File: config.mk
export PLATFORM = sky130hd
export DESIGN_NAME = rxdma_engine
export DESIGN_NICKNAME = d
export VERILOG_FILES = /design/src/rtl/rxdma_pkg.sv /design/src/rtl/rxdma_fifo.sv /design/src/rtl/rxdma_pull_gate.sv /design/src/rtl/rxdma_burst_ctrl.sv /design/src/rtl/rxdma_engine.sv
export SDC_FILE = /design/constraint.sdc
export NUM_CORES = 1
export LEC_CHECK = 0
export BUFFER_PORTS_ARGS = -buffer_cell sky130_fd_sc_hd__clkbuf_2
export CORE_ASPECT_RATIO = 1.5
export CORE_UTILIZATION = 35
export DETAILED_ROUTE_END_ITERATION = 7
export PLACE_DENSITY_LB_ADDON = 0.15
export SLEW_MARGIN = 20
export SYNTH_ARGS = -nofsm -noshare
export SYNTH_HDL_FRONTEND = slang
export SYNTH_SLANG_ARGS = --single-unit
File: constraint.sdc
create_clock -name clk -period 12.9 [get_ports clk]
set_clock_uncertainty 0.05 [all_clocks]
set_input_delay 0.645 -clock clk [delete_from_list [all_inputs] [get_ports clk]]
set_output_delay 0.645 -clock clk [all_outputs]
set_load 0.05 [all_outputs]
File: src/rtl/rxdma_pkg.sv
package rxdma_pkg;

    localparam int QUAD_W  = 32;
    localparam int ADDR_W  = 32;
    localparam int LINES_W = 8;

    typedef enum logic [1:0] {
        ST_IDLE,
        ST_REQ,
        ST_DATA,
        ST_STAT
    } burst_st_e;

    typedef struct packed {
        logic [LINES_W-1:0] lines;
        logic [ADDR_W-1:0]  base;
    } rx_desc_t;

    function automatic logic [ADDR_W-1:0] line_offset(
        input logic [LINES_W-1:0] idx,
        input int unsigned        line_bytes
    );
        return ADDR_W'(idx) * ADDR_W'(line_bytes);
    endfunction

endpackage

File: src/rtl/rxdma_fifo.sv
module rxdma_fifo #(
    parameter int W     = 32,
    parameter int DEPTH = 16
) (
    input  logic                         clk,
    input  logic                         rst,
    input  logic                         push,
    input  logic [W-1:0]                 din,
    input  logic                         pop,
    output logic [W-1:0]                 dout,
    output logic [$clog2(DEPTH+1)-1:0]   count,
    output logic                         empty
);
    localparam int AW = (DEPTH > 1) ? $clog2(DEPTH) : 1;
    localparam int CW = $clog2(DEPTH + 1);

    logic [W-1:0]  mem [DEPTH];
    logic [AW-1:0] wr_ptr, rd_ptr;

    function automatic logic [AW-1:0] bump(input logic [AW-1:0] p);
        return (p == AW'(DEPTH - 1)) ? '0 : p + AW'(1);
    endfunction

    always_ff @(posedge clk) begin
        if (push) mem[wr_ptr] <= din;
    end

    always_ff @(posedge clk) begin
        if (rst) begin
            wr_ptr <= '0;
            rd_ptr <= '0;
            count  <= '0;
        end else begin
            if (push) wr_ptr <= bump(wr_ptr);
            if (pop)  rd_ptr <= bump(rd_ptr);
            case ({push, pop})
                2'b10:   count <= count + CW'(1);
                2'b01:   count <= count - CW'(1);
                default: count <= count;
            endcase
        end
    end

    assign dout  = mem[rd_ptr];
    assign empty = (count == '0);

    AST_NO_OVERFLOW: assert property (@(posedge clk) disable iff (rst)
        push |-> (count != CW'(DEPTH)));

    AST_NO_UNDERFLOW: assert property (@(posedge clk) disable iff (rst)
        pop |-> !empty);

endmodule

File: src/rtl/rxdma_pull_gate.sv
module rxdma_pull_gate #(
    parameter int LINE_Q = 8
) (
    input  logic clk,
    input  logic rst,
    input  logic dma_en,
    input  logic host_pull,
    input  logic stage_empty,
    input  logic rx_fire,
    output logic pull_open
);
    localparam int PW = $clog2(LINE_Q + 1);

    logic [PW-1:0] pull_left;

    always_ff @(posedge clk) begin
        if (rst) begin
            pull_left <= '0;
        end else if (!dma_en && host_pull && pull_left == '0 && stage_empty) begin
            pull_left <= PW'(LINE_Q);
        end else if (rx_fire && pull_left != '0) begin
            pull_left <= pull_left - PW'(1);
        end
    end

    assign pull_open = (pull_left != '0);

    AST_PULL_FROM_HOST: assert property (@(posedge clk) disable iff (rst)
        $rose(pull_open) |-> ($past(host_pull) && $past(stage_empty)));

endmodule

File: src/rtl/rxdma_burst_ctrl.sv
module rxdma_burst_ctrl
    import rxdma_pkg::*;
#(
    parameter int              LINE_Q    = 8,
    parameter int              CW        = 5,
    parameter logic [ADDR_W-1:0] STAT_ADDR = 32'h0000_0F00
) (
    input  logic                 clk,
    input  logic                 rst,
    input  logic                 dma_en,
    input  logic [CW-1:0]        stage_cnt,
    input  logic [QUAD_W-1:0]    stage_dout,
    output logic                 stage_pop,
    input  logic                 desc_valid,
    input  rx_desc_t             desc,
    output logic                 desc_pop,
    output logic                 bus_req,
    input  logic                 bus_gnt,
    output logic [ADDR_W-1:0]    wr_addr,
    output logic [QUAD_W-1:0]    wr_data,
    output logic                 wr_last,
    output logic                 wr_valid,
    input  logic                 wr_ready
);
    localparam int BW         = (LINE_Q > 1) ? $clog2(LINE_Q) : 1;
    localparam int LINE_BYTES = LINE_Q * 4;

    burst_st_e          state;
    logic [BW-1:0]      beat;
    logic [ADDR_W-1:0]  addr;
    logic [LINES_W-1:0] line_idx;
    logic [QUAD_W-1:0]  seq;
    logic               line_ready;
    logic               last_line;

    assign line_ready = dma_en && desc_valid && (stage_cnt >= CW'(LINE_Q));
    assign last_line  = ({1'b0, line_idx} + (LINES_W+1)'(1)) >= {1'b0, desc.lines};

    always_ff @(posedge clk) begin
        if (rst) begin
            state    <= ST_IDLE;
            beat     <= '0;
            addr     <= '0;
            line_idx <= '0;
            seq      <= '0;
        end else begin
            case (state)
                ST_IDLE: begin
                    if (line_ready) begin
                        addr  <= desc.base + line_offset(line_idx, LINE_BYTES);
                        state <= ST_REQ;
                    end
                end
                ST_REQ: begin
                    if (bus_gnt) begin
                        beat  <= '0;
                        state <= ST_DATA;
                    end
                end
                ST_DATA: begin
                    if (wr_ready) begin
                        addr <= addr + ADDR_W'(4);
                        beat <= beat + BW'(1);
                        if (beat == BW'(LINE_Q - 1)) state <= ST_STAT;
                    end
                end
                ST_STAT: begin
                    if (wr_ready) begin
                        seq      <= seq + QUAD_W'(1);
                        line_idx <= last_line ? '0 : line_idx + LINES_W'(1);
                        state    <= ST_IDLE;
                    end
                end
                default: state <= ST_IDLE;
            endcase
        end
    end

    always_comb begin
        bus_req   = (state != ST_IDLE);
        wr_valid  = (state == ST_DATA) || (state == ST_STAT);
        wr_last   = (state == ST_STAT);
        wr_addr   = (state == ST_STAT) ? STAT_ADDR : addr;
        wr_data   = (state == ST_STAT) ? seq + QUAD_W'(1) : stage_dout;
        stage_pop = (state == ST_DATA) && wr_ready;
        desc_pop  = (state == ST_STAT) && wr_ready && last_line;
    end

    AST_REQ_NEEDS_LINE: assert property (@(posedge clk) disable iff (rst)
        $rose(bus_req) |-> ($past(stage_cnt) >= CW'(LINE_Q) && $past(desc_valid)));

    AST_ADDR_STEP: assert property (@(posedge clk) disable iff (rst)
        (state == ST_DATA && wr_ready && beat != BW'(LINE_Q - 1))
            |=> (wr_addr == $past(wr_addr) + ADDR_W'(4)));

    AST_REQ_DROP: assert property (@(posedge clk) disable iff (rst)
        (wr_valid && wr_last && wr_ready) |=> !bus_req);

    AST_LINE_IN_BUFFER: assert property (@(posedge clk) disable iff (rst)
        (state == ST_DATA) |-> (desc_valid && line_idx < desc.lines));

    AST_WR_NEEDS_GNT: assert property (@(posedge clk) disable iff (rst)
        wr_valid |-> bus_gnt);

    AST_WR_HOLD: assert property (@(posedge clk) disable iff (rst)
        (wr_valid && !wr_ready) |=> (wr_valid && $stable(wr_addr) && $stable(wr_data)));

    AST_DEBUG_NO_REQ: assert property (@(posedge clk) disable iff (rst)
        $rose(bus_req) |-> $past(dma_en));

endmodule

File: src/rtl/rxdma_engine.sv
module rxdma_engine
    import rxdma_pkg::*;
#(
    parameter int                LINE_Q      = 8,
    parameter int                STAGE_LINES = 2,
    parameter int                DESC_DEPTH  = 4,
    parameter logic [ADDR_W-1:0] STAT_ADDR   = 32'h0000_0F00
) (
    input  logic                clk,
    input  logic                rst,
    input  logic                dma_en,
    input  logic [QUAD_W-1:0]   rx_data,
    input  logic                rx_valid,
    output logic                rx_ready,
    input  logic [ADDR_W-1:0]   desc_base,
    input  logic [LINES_W-1:0]  desc_lines,
    input  logic                desc_valid,
    output logic                desc_ready,
    output logic                bus_req,
    input  logic                bus_gnt,
    output logic [ADDR_W-1:0]   wr_addr,
    output logic [QUAD_W-1:0]   wr_data,
    output logic                wr_last,
    output logic                wr_valid,
    input  logic                wr_ready,
    input  logic                host_pull,
    input  logic                host_rd_en,
    output logic [QUAD_W-1:0]   host_rd_data,
    output logic                host_rd_valid
);
    localparam int STAGE_Q = LINE_Q * STAGE_LINES;
    localparam int SCW     = $clog2(STAGE_Q + 1);
    localparam int DCW     = $clog2(DESC_DEPTH + 1);
    localparam int DW      = $bits(rx_desc_t);

    logic [SCW-1:0]    stage_cnt;
    logic              stage_empty;
    logic [QUAD_W-1:0] stage_dout;
    logic              stage_pop, dma_pop, stage_push;
    logic              pull_open;
    logic              rx_fire;

    logic [DCW-1:0]    desc_cnt;
    logic              desc_empty;
    logic              desc_push, desc_pop;
    rx_desc_t          desc_in, desc_head;
    logic [DW-1:0]     desc_head_bits;

    assign rx_ready   = (stage_cnt != SCW'(STAGE_Q)) && (dma_en || pull_open);
    assign rx_fire    = rx_valid && rx_ready;
    assign stage_push = rx_fire;
    assign stage_pop  = dma_en ? dma_pop : (host_rd_en && !stage_empty);

    assign host_rd_valid = !dma_en && !stage_empty;
    assign host_rd_data  = stage_dout;

    assign desc_ready = (desc_cnt != DCW'(DESC_DEPTH));
    assign desc_push  = desc_valid && desc_ready;
    assign desc_in    = '{lines: desc_lines, base: desc_base};
    assign desc_head  = rx_desc_t'(desc_head_bits);

    rxdma_fifo #(.W(QUAD_W), .DEPTH(STAGE_Q)) u_stage (
        .clk   (clk),
        .rst   (rst),
        .push  (stage_push),
        .din   (rx_data),
        .pop   (stage_pop),
        .dout  (stage_dout),
        .count (stage_cnt),
        .empty (stage_empty)
    );

    rxdma_fifo #(.W(DW), .DEPTH(DESC_DEPTH)) u_desc (
        .clk   (clk),
        .rst   (rst),
        .push  (desc_push),
        .din   (desc_in),
        .pop   (desc_pop),
        .dout  (desc_head_bits),
        .count (desc_cnt),
        .empty (desc_empty)
    );

    rxdma_pull_gate #(.LINE_Q(LINE_Q)) u_pull (
        .clk         (clk),
        .rst         (rst),
        .dma_en      (dma_en),
        .host_pull   (host_pull),
        .stage_empty (stage_empty),
        .rx_fire     (rx_fire),
        .pull_open   (pull_open)
    );

    rxdma_burst_ctrl #(.LINE_Q(LINE_Q), .CW(SCW), .STAT_ADDR(STAT_ADDR)) u_ctrl (
        .clk        (clk),
        .rst        (rst),
        .dma_en     (dma_en),
        .stage_cnt  (stage_cnt),
        .stage_dout (stage_dout),
        .stage_pop  (dma_pop),
        .desc_valid (!desc_empty),
        .desc       (desc_head),
        .desc_pop   (desc_pop),
        .bus_req    (bus_req),
        .bus_gnt    (bus_gnt),
        .wr_addr    (wr_addr),
        .wr_data    (wr_data),
        .wr_last    (wr_last),
        .wr_valid   (wr_valid),
        .wr_ready   (wr_ready)
    );

    AST_DEBUG_CLOSED: assert property (@(posedge clk) disable iff (rst)
        (!dma_en && !pull_open) |-> !rx_fire);

    AST_DESC_KEPT_WHEN_FULL: assert property (@(posedge clk) disable iff (rst)
        (desc_cnt == DCW'(DESC_DEPTH) && !desc_pop) |=> (desc_cnt == DCW'(DESC_DEPTH)));

endmodule

==> metrics.txt <==
Synth Flop Type edfxtp_1; Reg clk slew, reported paths 70 ps; CTS H-tree lvls 3; Buffers on Ports 182; share of layout cells above drive strength 1 between 20% and 30%; clock root buffer clkbuf_16; fmax between 200 and 250 MHz; DIE AREA ~94000 um2; vias in the first global route around 19000; Global Route Usage Sum 18.4%; slew of the pin with the lowest slew margin approximately 960 ps; hpwl dp 52.7 mm; first-pass GRT wire length 126 mm; setup TNS 0 ps; # IOs between 150 and 200; relative slew slack 36.1%; Unique masters post-synth 65; CTS tree yes; Post-CTS Resized 0; Worst Path Max Fanout 100; Post-synth ARST share 0%; register area share after synthesis 68.5%; post-synth top area cell edfxtp_1; DRT Wirelength about 87 mm; Overflow after GRT 0; Syn Area/Cell about 17 um2; post-DR wirelength/cell approximately 26 um; CTS Buf Count 79; smallest hold slack around 170 ps; Die Width approximately 250 um; worst r2r dst u_desc.count[2]; Num Clock Sinks 779; starting density of the core 35.4%; RSZ-0062 raised after global routing false; critical path capture point type output port; nets@finish roughly 2300; Via-to-Cell Ratio around 5.4; Place WS ~8600 ps; CTS Hold Bufs 0; crit-path most repeated cell mux4_2; Final Max Tran Viols 0; Hold WC Path Type input pin to flop; largest cells by area after synthesis edfxtp_1, mux4_2, dfxtp_1, ha_1, nor2_1; Period minus WS final around 4800 ps; ANT nets after route 0; Synth Register Bits about 780; status complete, no violations; final setup fails 0; die height between 300 and 400 um; R2R Setup Slk between 8000 and 9000 ps; Max stage delay on crit path about 750 ps; Max Cap Viol 0; clock buffer depth 3; Worst path slowest cell dfxtp_4; Max IR drop VDD around 0.12 mV; leakage power ~12 nW; Worst Path Required around 12000 ps; Commonest cells post-synth edfxtp_1, mux4_2, nor2_1; antenna violations before repair 8; worst setup path category flop to output port; Synth Cell Area ~33000 um2; Synth-to-Final Area Change 15.5%; placed cell count between 3000 and 4000; Placement Rows 136; crit start category flop; router iterations before antenna repair 7; final hold viol count 0; Post-synth EDFFs between 600 and 700; post-CTS setup buffers 0; CORE AREA around 92000 um2; largest net degree at the start of global routing just over 100; worst skew pair latency between 600 and 700 ps; post-route insts no fill between 3000 and 4000; RePlAce Congestion 0.785; hold path depth 1; pwr dens about 170 nW/um2; Hold Crit Start desc_base[10]; post-route setup slack 8100 ps; syn nets approximately 2100; total number of vias 18300; total number of yosys warnings 0; post-route clock period utilization 37.2%; top-area cell type share of the netlist area 62.0%; critical-path cell list buf_12 -> mux4_2 -> mux4_2 -> nand2_1 -> o21ai_0 -> clkbuf_2; WP data arrival just over 4000 ps; Layout fillers ~8300; worst r2r path cells 15; DRC errors left 0; Mapped Cells slightly below 2000; Hold EP u_desc.mem[2][10]; top-count cell post-synth edfxtp_1; DR iter-0 viols ~1300
-- worst max-delay path, delay by kind of cell, from the launching register on --
| family | cells | cell delay (ps) |
|---|---|---|
| and+or+nand+nor | 1 | 100 |
| buffers and inverters | 2 | 1010 |
| DFF | 1 | 750 |
| muxes | 2 | 1110 |
| AOI/OAI and AO/OA | 1 | 270 |
-- metal layers --
layer	vias to the layer above	GRT usage [%]	routed length, um
met5	-	0	37
met4	4	6.56	2490
met3	128	3.18	4040
met2	447	33.6	46700
met1	9549	21.6	33700
li1	8147	-	-
-- power breakdown --
group | switching, mW | total (mW) | internal [mW]
Clock | 1.00 | 2.36 | 1.36
Sequential | 0.0687 | 2.92 | 2.85
Combinational | 0.848 | 1.23 | 0.382
-- kinds of logic after synthesis --
family	share of synthesized area [%]
buf+inv	1.86
flops	68.5
mux	14.2
xor+xnor	2.26
fa+ha+maj	1.84
compound gates	4.01
simple gates	7.31
-- stage by stage --
stage / power (mW) / utilization [%] / cell area, um2
final: 6.51 / 40.9 / 37600
after global routing: 6.76 / 40.9 / 37600
after CTS: 6.60 / 40.9 / 37600
after detailed placement: 4.23 / 38.0 / 34900
after global placement: 4.21 / 38.0 / 34900
after floorplan: 3.84 / - / 32600
-- worst max-delay path by stage --
stage | depth (start not counted) | startpoint | slack (ps) | end
after global routing | 6 | flop | 7840 | wr_data[9]
after CTS | 6 | flop | 7970 | wr_data[13]
after floorplan | 8 | u_pull.pull_left[0] | 8040 | u_stage.mem[3][0]
final | 6 | flop | 8100 | wr_data[9]
after detailed placement | 15 | flop | 8570 | u_desc.count[2]
after global placement | 15 | flop | 8610 | u_desc.count[2]
-- cell usage in the layout (no fill, tap or decap), types with 8 or more instances in the layout --
cell type  synthesis  layout
nor2_1           122     110
inv_1             41      41
o211ai_1           8       8
nor4_1            13      13
mux4_2           200     200
a21oi_1           62      62
clkbuf_1          71      19
o21ai_0           75      75
mux2i_1            8       8
nor2b_1           32      32
clkbuf_16          0      82
o22ai_1           12      12
ha_1              43      42
nor3_1            34      30
edfxtp_1         672     672
nand4_1           30      30
nor2_4             0      12
nand3_1           47      47
a211oi_1          10       9
xnor2_1           42      42
nand2_1          118     118
buf_4              3      37
nand2b_1          14      14
a21o_1            10      10
clkinv_1           1      10
bufinv_16          0       8
a31oi_1            8       8
dfxtp_1          107     101
clkinv_2           0      16
a22oi_1            9       9
and3_1            20      16
xor2_1            42      42
clkbuf_2           0     181
or3_1              9       9
-- layout make-up --
| type | count | area (um2) | share of cell area (%) |
|---|---|---|---|
| repair buffers | 219 | 1200 | 3.20 |
| well taps | 1173 | 1470 | 3.90 |
| diodes | 1 | 2.50 | 0.00666 |
| clock inverters | 44 | 492 | 1.31 |
| clock buffers | 104 | 2160 | 5.76 |
| flip-flops and latches | 779 | 22300 | 59.4 |
| inverters | 43 | 161 | 0.429 |
| multi-input cells | 1042 | 9780 | 26.0 |
-- state kept, by name, indices dropped and copies added, names as in the netlist, 5 cells and up, named ones only --
signal / count
u_ctrl.addr: 32
u_ctrl.line_idx: 8
u_ctrl.seq: 32
u_desc.mem: 160
u_stage.count: 5
u_stage.mem: 512
Note: power is estimated with default switching activity, not from simulation.
